<file path="src/rtl/pirq_pkg.sv">
package pirq_pkg;

   typedef enum logic [3:0] {
      SEL_NONE,
      SEL_GRP,
      SEL_EN_SET,
      SEL_EN_CLR,
      SEL_PN_SET,
      SEL_PN_CLR,
      SEL_AC_SET,
      SEL_AC_CLR,
      SEL_PRIO,
      SEL_CFG0,
      SEL_CFG1
   } reg_sel_e;

   // Offsets inside the private-interrupt frame
   localparam int unsigned OFF_GRP    = 32'h00;
   localparam int unsigned OFF_EN_SET = 32'h10;
   localparam int unsigned OFF_EN_CLR = 32'h14;
   localparam int unsigned OFF_PN_SET = 32'h20;
   localparam int unsigned OFF_PN_CLR = 32'h24;
   localparam int unsigned OFF_AC_SET = 32'h30;
   localparam int unsigned OFF_AC_CLR = 32'h34;
   localparam int unsigned OFF_PRIO   = 32'h40;
   localparam int unsigned OFF_CFG0   = 32'h80;
   localparam int unsigned OFF_CFG1   = 32'h84;

endpackage

</file>
<file path="src/rtl/pirq_addr_dec.sv">
module pirq_addr_dec
   import pirq_pkg::*;
#(
   parameter int ADDR_W   = 24,
   parameter int FRAME_LG = 16,
   parameter int NUM_INT  = 32,
   parameter int SELF_ID  = 0,
   localparam int SPAN_LG = FRAME_LG + 1,
   localparam int IDX_W   = ADDR_W - SPAN_LG,
   localparam int PW_W    = $clog2(NUM_INT / 4)
) (
   input  logic [ADDR_W-1:0] addr,
   output reg_sel_e          sel,
   output logic [PW_W-1:0]   prio_word,
   output logic              mine,
   output logic              bad
);

   if (IDX_W < 1) begin : g_chk_addr
      $error("ADDR_W must exceed the span of one redistributor");
   end
   if (FRAME_LG < 8) begin : g_chk_frame
      $error("frame too small for the register layout");
   end
   if ((OFF_PRIO % NUM_INT) != 0) begin : g_chk_align
      $error("priority block must be aligned to its size");
   end

   logic [IDX_W-1:0]    idx;
   logic                in_priv;
   logic [FRAME_LG-1:0] off;
   int unsigned         off_w;

   assign idx     = addr[ADDR_W-1:SPAN_LG];
   assign in_priv = addr[FRAME_LG];
   assign off     = {addr[FRAME_LG-1:2], 2'b00};
   assign off_w   = 32'(off);
   assign mine    = (idx == IDX_W'(SELF_ID));

   always_comb begin
      sel       = SEL_NONE;
      prio_word = off[PW_W+1:2];
      if (in_priv) begin
         if (off_w >= OFF_PRIO && off_w < OFF_PRIO + NUM_INT) sel = SEL_PRIO;
         else if (off_w == OFF_GRP)    sel = SEL_GRP;
         else if (off_w == OFF_EN_SET) sel = SEL_EN_SET;
         else if (off_w == OFF_EN_CLR) sel = SEL_EN_CLR;
         else if (off_w == OFF_PN_SET) sel = SEL_PN_SET;
         else if (off_w == OFF_PN_CLR) sel = SEL_PN_CLR;
         else if (off_w == OFF_AC_SET) sel = SEL_AC_SET;
         else if (off_w == OFF_AC_CLR) sel = SEL_AC_CLR;
         else if (off_w == OFF_CFG0)   sel = SEL_CFG0;
         else if (off_w == OFF_CFG1)   sel = SEL_CFG1;
      end
   end

   assign bad = mine && (sel == SEL_NONE);

endmodule

</file>
<file path="src/rtl/pirq_bitmaps.sv">
module pirq_bitmaps
   import pirq_pkg::*;
#(
   parameter int NUM_SGI = 16,
   parameter int NUM_PPI = 16,
   localparam int NUM_INT = NUM_SGI + NUM_PPI,
   localparam int SGI_W   = $clog2(NUM_SGI)
) (
   input  logic               clk,
   input  logic               rst_n,
   input  logic               wr,
   input  reg_sel_e           sel,
   input  logic [NUM_INT-1:0] wdata,
   input  logic [NUM_PPI-1:0] ppi_level,
   input  logic [SGI_W-1:0]   sgi_id,
   input  logic               sgi_set,
   input  logic               sgi_clr,
   output logic [NUM_INT-1:0] grp,
   output logic [NUM_INT-1:0] en,
   output logic [NUM_INT-1:0] pend,
   output logic [NUM_INT-1:0] act
);

   logic [NUM_PPI-1:0] ppi_q;
   logic [NUM_PPI-1:0] ppi_rise, ppi_fall;
   logic [NUM_INT-1:0] grp_n, en_n, pend_n, act_n;

   assign ppi_rise = ppi_level & ~ppi_q;
   assign ppi_fall = ~ppi_level & ppi_q;

   always_comb begin
      grp_n  = grp;
      en_n   = en;
      pend_n = pend;
      act_n  = act;
      if (wr) begin
         unique case (sel)
            SEL_GRP:    grp_n  = wdata;
            SEL_EN_SET: en_n   = en | wdata;
            SEL_EN_CLR: en_n   = en & ~wdata;
            SEL_PN_SET: pend_n = pend | wdata;
            SEL_PN_CLR: pend_n = pend & ~wdata;
            SEL_AC_SET: act_n  = act | wdata;
            SEL_AC_CLR: act_n  = act & ~wdata;
            default: ;
         endcase
      end
      // line events take effect after the register write
      if (sgi_set) pend_n[sgi_id] = 1'b1;
      if (sgi_clr) pend_n[sgi_id] = 1'b0;
      for (int i = 0; i < NUM_PPI; i++) begin
         if (ppi_rise[i]) pend_n[NUM_SGI+i] = 1'b1;
         if (ppi_fall[i]) pend_n[NUM_SGI+i] = 1'b0;
      end
   end

   always_ff @(posedge clk or negedge rst_n) begin
      if (!rst_n) begin
         ppi_q <= '0;
         grp   <= '0;
         en    <= '0;
         pend  <= '0;
         act   <= '0;
      end else begin
         ppi_q <= ppi_level;
         grp   <= grp_n;
         en    <= en_n;
         pend  <= pend_n;
         act   <= act_n;
      end
   end

endmodule

</file>
<file path="src/rtl/pirq_prio_cfg.sv">
module pirq_prio_cfg
   import pirq_pkg::*;
#(
   parameter int NUM_INT = 32,
   localparam int NUM_W  = NUM_INT / 4,
   localparam int PW_W   = $clog2(NUM_W)
) (
   input  logic            clk,
   input  logic            rst_n,
   input  logic            wr,
   input  reg_sel_e        sel,
   input  logic [PW_W-1:0] prio_word,
   input  logic [31:0]     wdata,
   output logic [31:0]     prio_rd,
   output logic [31:0]     cfg0,
   output logic [31:0]     cfg1
);

   logic [31:0] words [NUM_W];

   for (genvar w = 0; w < NUM_W; w++) begin : g_word
      always_ff @(posedge clk or negedge rst_n) begin
         if (!rst_n)
            words[w] <= '0;
         else if (wr && sel == SEL_PRIO && prio_word == PW_W'(w))
            words[w] <= wdata;
      end
   end

   assign prio_rd = words[prio_word];

   always_ff @(posedge clk or negedge rst_n) begin
      if (!rst_n) begin
         cfg0 <= '0;
         cfg1 <= '0;
      end else if (wr) begin
         if (sel == SEL_CFG0) cfg0 <= wdata;
         if (sel == SEL_CFG1) cfg1 <= wdata;
      end
   end

endmodule

</file>
<file path="src/rtl/pirq_forward.sv">
module pirq_forward #(
   parameter int NUM_INT = 32,
   parameter bit REG_OUT = 1'b0
) (
   input  logic               clk,
   input  logic               rst_n,
   input  logic [NUM_INT-1:0] grp,
   input  logic [NUM_INT-1:0] en,
   input  logic [NUM_INT-1:0] pend,
   input  logic [NUM_INT-1:0] act,
   input  logic               grp0_en,
   input  logic               grp1_en,
   output logic               irq,
   output logic               fiq
);

   logic [NUM_INT-1:0] fwd;
   logic               irq_c, fiq_c;

   assign fwd   = pend & en & ~act;
   assign irq_c = (|(fwd & grp))  && grp1_en;
   assign fiq_c = (|(fwd & ~grp)) && grp0_en;

   if (REG_OUT) begin : g_reg
      always_ff @(posedge clk or negedge rst_n) begin
         if (!rst_n) begin
            irq <= 1'b0;
            fiq <= 1'b0;
         end else begin
            irq <= irq_c;
            fiq <= fiq_c;
         end
      end
   end else begin : g_comb
      assign irq = irq_c;
      assign fiq = fiq_c;
   end

endmodule

</file>
<file path="src/rtl/pirq_redist.sv">
module pirq_redist
   import pirq_pkg::*;
#(
   parameter int ADDR_W   = 24,
   parameter int FRAME_LG = 16,
   parameter int NUM_SGI  = 16,
   parameter int NUM_PPI  = 16,
   parameter int SELF_ID  = 0,
   parameter bit REG_OUT  = 1'b0,
   localparam int NUM_INT = NUM_SGI + NUM_PPI,
   localparam int SGI_W   = $clog2(NUM_SGI),
   localparam int PW_W    = $clog2(NUM_INT / 4)
) (
   input  logic               clk,
   input  logic               rst_n,
   input  logic [ADDR_W-1:0]  bus_addr,
   input  logic               bus_wr,
   input  logic               bus_rd,
   input  logic [31:0]        bus_wdata,
   output logic [31:0]        bus_rdata,
   output logic               bus_err,
   input  logic [NUM_PPI-1:0] ppi_level,
   input  logic [SGI_W-1:0]   sgi_id,
   input  logic               sgi_set,
   input  logic               sgi_clr,
   input  logic               grp0_en,
   input  logic               grp1_en,
   output logic               irq,
   output logic               fiq
);

   if (NUM_INT != 32) begin : g_chk_count
      $error("bitmaps are one 32-bit word: NUM_SGI + NUM_PPI must be 32");
   end

   reg_sel_e          dec_sel, sel;
   logic [PW_W-1:0]   prio_word;
   logic              mine, bad;
   logic [NUM_INT-1:0] grp_map, en_map, pend_map, act_map;
   logic [31:0]       prio_rd, cfg0, cfg1, rd_mux;

   pirq_addr_dec #(
      .ADDR_W(ADDR_W), .FRAME_LG(FRAME_LG), .NUM_INT(NUM_INT), .SELF_ID(SELF_ID)
   ) u_dec (
      .addr(bus_addr), .sel(dec_sel), .prio_word(prio_word), .mine(mine), .bad(bad)
   );

   assign sel = mine ? dec_sel : SEL_NONE;

   pirq_bitmaps #(.NUM_SGI(NUM_SGI), .NUM_PPI(NUM_PPI)) u_maps (
      .clk(clk), .rst_n(rst_n), .wr(bus_wr), .sel(sel), .wdata(bus_wdata),
      .ppi_level(ppi_level), .sgi_id(sgi_id), .sgi_set(sgi_set), .sgi_clr(sgi_clr),
      .grp(grp_map), .en(en_map), .pend(pend_map), .act(act_map)
   );

   pirq_prio_cfg #(.NUM_INT(NUM_INT)) u_prio (
      .clk(clk), .rst_n(rst_n), .wr(bus_wr), .sel(sel), .prio_word(prio_word),
      .wdata(bus_wdata), .prio_rd(prio_rd), .cfg0(cfg0), .cfg1(cfg1)
   );

   pirq_forward #(.NUM_INT(NUM_INT), .REG_OUT(REG_OUT)) u_fwd (
      .clk(clk), .rst_n(rst_n), .grp(grp_map), .en(en_map), .pend(pend_map),
      .act(act_map), .grp0_en(grp0_en), .grp1_en(grp1_en), .irq(irq), .fiq(fiq)
   );

   always_comb begin
      unique case (sel)
         SEL_GRP:                rd_mux = grp_map;
         SEL_EN_SET, SEL_EN_CLR: rd_mux = en_map;
         SEL_PN_SET, SEL_PN_CLR: rd_mux = pend_map;
         SEL_AC_SET, SEL_AC_CLR: rd_mux = act_map;
         SEL_PRIO:               rd_mux = prio_rd;
         SEL_CFG0:               rd_mux = cfg0;
         SEL_CFG1:               rd_mux = cfg1;
         default:                rd_mux = '0;
      endcase
   end

   always_ff @(posedge clk or negedge rst_n) begin
      if (!rst_n) begin
         bus_rdata <= '0;
         bus_err   <= 1'b0;
      end else begin
         bus_err <= (bus_wr || bus_rd) && bad;
         if (bus_rd) bus_rdata <= rd_mux;
      end
   end

endmodule

</file>
<file path="config.mk">
export PLATFORM = sky130hd
export DESIGN_NAME = pirq_redist
export DESIGN_NICKNAME = d
export VERILOG_FILES = /design/src/rtl/pirq_pkg.sv /design/src/rtl/pirq_addr_dec.sv /design/src/rtl/pirq_bitmaps.sv /design/src/rtl/pirq_prio_cfg.sv /design/src/rtl/pirq_forward.sv /design/src/rtl/pirq_redist.sv
export SDC_FILE = /design/constraint.sdc
export NUM_CORES = 1
export LEC_CHECK = 0
export BUFFER_PORTS_ARGS = -buffer_cell sky130_fd_sc_hd__buf_2
export CORE_UTILIZATION = 56
export CTS_CLUSTER_SIZE = 8
export DETAILED_ROUTE_END_ITERATION = 6
export HOLD_SLACK_MARGIN = 0.06
export PLACE_DENSITY = 0.85
export SYNTH_ARGS = -nofsm -noshare
export SYNTH_HDL_FRONTEND = slang
export SYNTH_HIERARCHICAL = 1
export SYNTH_SLANG_ARGS = --single-unit
</file>
<file path="constraint.sdc">
create_clock -name clk -period 1.65 [get_ports clk]
set_input_delay 0.0825 -clock clk [delete_from_list [all_inputs] [get_ports clk]]
set_output_delay 0.0825 -clock clk [all_outputs]
set_load 0.02 [all_outputs]
</file>
==> summary.md, run 1 <==
| Metric | Value |
|---|---|
| Post-synthesis instance area | 24,310 um^2 |
| Pin count of the biggest net entering global routing | between 50 and 60 |
| RD Place Congestion | 0.9139 |
| Post-synthesis mux area share | 22.25% |
| Distinct cell type count after synthesis | 66 |
| # IOs | around 120 |
| FF+latch count, synth | 497 |
| Outcome | aborted with a tool error |
| Post-DP HPWL | 47.38 mm |
| Die Ht | about 210 um |
| Synth area leaders | dfrtp_1 51%, mux2_2 18%, mux2i_1 3.6% |
| Top FF cell, synth | dfrtp_1 |
| Yosys top cell by area | dfrtp_1 |
| Async set-reset flop share out of synthesis | 100.0% |
| Synth Area in Simple Gates | under 10% |
| Synth Area in Adders | 0% |
| Exit stage | global routing |
| Port bufs | 116 |
| Xor-xnor portion of the synthesized cell area | 0% |
| Global Route Usage Sum | approximately three quarters |
| Initial Util | 57.31% |
| Stop err | [ERROR GRT-0232] Routing congestion too high. Check the congestion heatmap in the GUI. |
| Die Wd | 210.4 um |
| Clock Path Buffers | 3 |
| Crit. endpoint post-GRT repair | u_prio/words[185]$_DFFE_PN0P_/D |
| Top cell type's share of synthesized area | 51.16% |
| Synth Area per Inst | 12.22 um^2 |
| Initial antenna violation count | 21 |
| Post-synth EDFFs | 0 |
| Synth warn | 6 |
| Synth Net Count | approximately 2,100 |
| # rows | 75 |
| Largest family of logic cells by synthesized area | multiplexers |
| Synth Area in Compound Gates | a little over an eighth |
| Sequential share of the synthesized area | 51.16% |
| Worst_ep kind | register data pin |
| Total grt overflow | 36 |
| CTS Buf Count | 72 |
| Mapped Cells | 1,989 |
| Sink Count | approximately 500 |
| CTS H-tree lvls | 3 |
| Root Driver | clkbuf_16 |
[repair_timing]
action                                  CTS
gates cloned                             13
resized for setup                       152
endpoints found under the setup margin  482
buffers inserted                         23
endpoints found under the hold margin   871
pin swaps                                12
hold buffers                             64
[stage by stage]
step	cells	TNS, ps	cell area, um^2	setup slack (ps)	utilization, %
floorplan	1989	-495120	24460	-1157	-
global placement	2700	-631400	26780	-1445	63.15
detailed placement	2700	-664800	26780	-1493	63.15
CTS	2881	-331630	30410	-775.6	71.71
[per-layer routing]
metal / overflow / track usage, %
met5: 0 / 52.84
met2: 21 / 85.48
met3: 3 / 67.98
met1: 4 / 72.39
met4: 8 / 67.28
[cells by family after synthesis]
group | after synthesis
AO/OA/AOI/OAI | 461
flip-flops | 497
AND/OR/NAND/NOR | 310
buffers and inverters | 239
multiplexers | 482
[cell usage after synthesis (8+ instances only)]
library cell	count
a21oi_1	107
nor2b_1	27
nor4bb_1	18
mux2i_1	87
or3_1	35
o22a_1	34
buf_1	35
a221oi_1	15
nand4b_1	33
buf_6	14
nand4_1	11
a22o_1	31
mux2_2	383
a32oi_1	16
nor2_1	20
o21ai_0	58
buf_2	67
buf_4	14
a22oi_1	70
nand2b_1	25
dfrtp_1	497
a221oi_2	30
mux4_2	8
inv_1	68
nand3_1	9
a31oi_1	56
nand2_1	72
o22ai_1	25
clkbuf_1	39
==> run 2, diff against run 1 <==
--- a/config.mk
+++ b/config.mk
@@ -6,11 +6,9 @@
 export NUM_CORES = 1
 export LEC_CHECK = 0
 export BUFFER_PORTS_ARGS = -buffer_cell sky130_fd_sc_hd__buf_2
-export CORE_UTILIZATION = 56
-export CTS_CLUSTER_SIZE = 8
+export CORE_UTILIZATION = 40
 export DETAILED_ROUTE_END_ITERATION = 6
-export HOLD_SLACK_MARGIN = 0.06
-export PLACE_DENSITY = 0.85
+export PLACE_DENSITY_LB_ADDON = 0.15
 export SYNTH_ARGS = -nofsm -noshare
 export SYNTH_HDL_FRONTEND = slang
 export SYNTH_HIERARCHICAL = 1
==> constraint.sdc (replaced) <==
create_clock -name clk -period 2.1 [get_ports clk]
set_input_delay 0.105 -clock clk [delete_from_list [all_inputs] [get_ports clk]]
set_output_delay 0.105 -clock clk [all_outputs]
set_load 0.02 [all_outputs]
==> run 2 against run 1 <==
Against the previous run: the flow now finishes, with violations (setup timing); area after synthesis is the same; synthesized cell count is the same.
==> summary.md, run 2 <==
| Metric | Value |
|---|---|
| Clk_lat worst skew | 620 ps |
| # IOs | 119 (unchanged) |
| Fin nets | 2,311 |
| Global Route Usage Sum | 23.70% |
| Distinct cell type count after synthesis | 66 (unchanged) |
| Setup Crit Path Kind | in2reg |
| Area delta synth->final | 24.28% |
| Max incr delay on CP | between 500 and 600 ps |
| Pin count of the biggest net entering global routing | between 80 and 90 |
| Initial antenna violation count | 1 |
| CTS H-tree lvls | 2 (-1) |
| Vias in the first global route | 17,970 |
| Crit Reg-Reg Startpoint | u_prio/words[46] |
| Hold Crit Start | sgi_set |
| Failing checks | setup timing |
| Critical Path Fanout Max | 6 |
| Detail-routed via count per cell | 5.791 |
| Async set-reset flop share out of synthesis | 100.0% (unchanged) |
| Final setup margin | -360.2 ps |
| Pre-Repair DR Iteration Count | 5 |
| Area of the multi-input gates | 11,350 um^2 |
| Number of max-cap violations | 0 |
| Reg area | ~12,000 um^2 |
| Mapped Cells | 1,989 (unchanged) |
| Clock skew | 22.47 ps |
| Slew headroom | between 50% and 60% |
| Die Ht | 248.5 um (+18%) |
| CP max stage cell | or4_4 |
| Commonest non-fill, non-tap cell in the layout | dfrtp_1 |
| CP startpoint | bus_addr[13] |
| Clock Path Buffers | 3 (unchanged) |
| DIE AREA | 61,760 um^2 |
| Worst VDD drop | 658.2 uV |
| Most frequent cells in the layout | 497 x dfrtp_1, 266 x mux2_2, 121 x mux2_4, 112 x buf_2, 107 x a21oi_1 |
| Core area | 60,250 um^2 |
| Total grt overflow | 0 |
| Comb pwr share | around 6.7% |
| Sink Count | 497 (unchanged) |
| Final min period | around 2500 ps |
| # fillers | 5,289 |
| Iteration-0 DRC count of the detailed router | 1,237 |
| Pre-CTS setup slack | -970.6 ps (+522.2 ps) |
| Via count | 17,670 |
| Root Driver | clkbuf_16 |
| Drt total wl | ~74 mm |
| Post-synth EDFFs | 0 (unchanged) |
| Yosys top cell by area | dfrtp_1 |
| Outcome | finished, violations left |
| Hold Fails Final Rpt | 0 |
| First-pass GRT wire length | 113.4 mm |
| ANT nets after route | 0 |
| Synth Area in Compound Gates | 13.62% (unchanged) |
| CTS Buf Count | 54 (-25%) |
| Setup TNS | -108,960 ps |
| Synth Area in Simple Gates | 8.276% (unchanged) |
| Die Wd | 248.5 um (+18%) |
| Unrepaired setup endpoints after global routing | true |
| Worst Path Required | 2580 ps |
| CTS tree | built |
| Internal power | 15.82 mW |
| Top cell type's share of synthesized area | 51.16% (unchanged) |
| Synth area leaders | dfrtp_1 51%, mux2_2 18%, mux2i_1 3.6% |
| RD Place Congestion | 0.8787 (-3.9%) |
| Worst path cell trace | buf_6 > or4_4 > or3_4 > or3_4 > inv_2 > and2_4 > buf_12 > nand3b_1 > nor3b_4 > buf_6 > clkbuf_16 > mux2_4 |
| # setup viols final | 481 |
| ANT cells | 0 |
| Switch share | 23.90% |
| Initial Util | 40.35% (-17 points) |
| Hold Path Class | in2reg |
| Drt wl/cell | 24.29 um |
| FF+latch count, synth | 497 (unchanged) |
| Post-route clock period utilization | 117.2% |
| Leakage | around 14 nW |
| Power per cell area | 688.1 nW/um^2 |
| Share of layout cells above drive strength 1 | a little under two fifths |
| Post-synthesis instance area | 24,310 um^2 (unchanged) |
| Largest family of logic cells by synthesized area | multiplexers |
| Synth top cells by count | 497 x dfrtp_1, 383 x mux2_2, 107 x a21oi_1, 87 x mux2i_1, 72 x nand2_1 |
| CP endpoint kind | flip-flop |
| Top-count cell post-synth | dfrtp_1 |
| Top FF cell, synth | dfrtp_1 |
| Port bufs | 116 (unchanged) |
| Crit path DAT | 2940 ps |
| # rows | 90 (+20%) |
| Switch Pwr | a little under 5 mW |
| Sequential share of the synthesized area | 51.16% (unchanged) |
| Post-synthesis mux area share | 22.25% (unchanged) |
| Synth Area in Adders | 0% (unchanged) |
| Worst-path clk slew | about 60 ps |
| Fmax | 406.5 MHz |
| Xor-xnor portion of the synthesized cell area | 0% (unchanged) |
| DRC | 0 |
| Synth Area per Inst | 12.22 um^2 (unchanged) |
| Max-slew violation count | 0 |
| CP Launch Type | input port |
| Clock Power Share | 46.0% |
| Post-DP HPWL | 48.56 mm (+2.5%) |
| Reg power frac | 47.3% |
| Synth warn | 6 (unchanged) |
| Worst Tran Pin Value | 720.6 ps |
| Synth Net Count | 2,073 (unchanged) |
==> run 2: cell counts after synthesis <==
No cell type changed its count.
==> run 2: path summary, 6_finish.rpt <==
check	endpoint	slack, ps	cells past startpoint
max	u_prio/cfg0[0]	-360	12
min reg2reg	u_prio/words[132]	500	1
min	u_maps/pend[4]	50	4
max reg2reg	bus_rdata[14]	330	5
max in group asynchronous	u_prio/words[109]	1160	3
min in group asynchronous	u_prio/words[124]	140	2
==> run 2: area by class of cell <==
cell class                      instances  share of cell area (%)
Clock buffer                           80                   5.297
Clock inverter                         18                  0.5591
Inverter                               69                  0.8573
Multi-Input combinational cell       1253                   37.58
Sequential cell                       497                   41.17
Tap cell                              782                   3.239
Timing Repair Buffer                  352                   11.30
==> run 2: cell families (layout without fill, tap and decap cells) <==
family | after synthesis | after routing
DFF | 497 | 497
muxes | 482 | 482
AOI/OAI and AO/OA | 461 | 461
and+or+nand+nor | 310 | 310
buffers and inverters | 239 | 519
==> run 2: metrics by stage <==
step	power [mW]	instances	utilization [%]	hold WS [ps]	instance area (um^2)
2_1_floorplan	10.45	1989	-	-190.6	24460
3_3_place_gp	11.26	2867	44.37	167.3	26730
3_5_place_dp	11.29	2867	44.37	180.3	26730
4_1_cts	21.00	3045	49.85	6.483	30030
5_1_grt	21.48	3051	50.15	62.90	30210
6_report	20.79	3051	50.15	48.89	30210
==> run 2: timing repair <==
item | 4_1_cts | 5_1_grt
setup endpoints to repair | 417 | 482
buffers inserted | 13 | 5
gates cloned | 9 | 6
hold buffers | 58 | 0
resized for setup | 172 | 19
hold endpoints to repair | 285 | 0
pin swaps | 3 | 9
==> run 2: power groups by stage <==
| stage | logic (mW) | registers, mW | clock network (mW) |
|---|---|---|---|
| after global placement | 1.26 | 10.0 | 0 |
| after detailed placement | 1.29 | 10.0 | 0 |
| final | 1.38 | 9.84 | 9.57 |
| after global routing | 1.51 | 9.84 | 10.1 |
| after CTS | 1.38 | 9.83 | 9.78 |
| after floorplan | 0.504 | 9.95 | 0 |
==> run 2: metal layers <==
metal,routed length (um),vias up,GRT usage [%]
met2,35030,408,38.48
met1,34150,9231,33.13
met3,2523,110,2.607
met5,0,-,0
met4,2415,0,7.826
li1,-,7919,-
==> run 2: worst max-delay path, delay by kind of cell <==
kind / cells / cell delay (ps)
simple gates: 6 / 1920
buf+inv: 5 / 610
mux: 1 / 300
No activity file was read; power rests on OpenSTA's default activity.
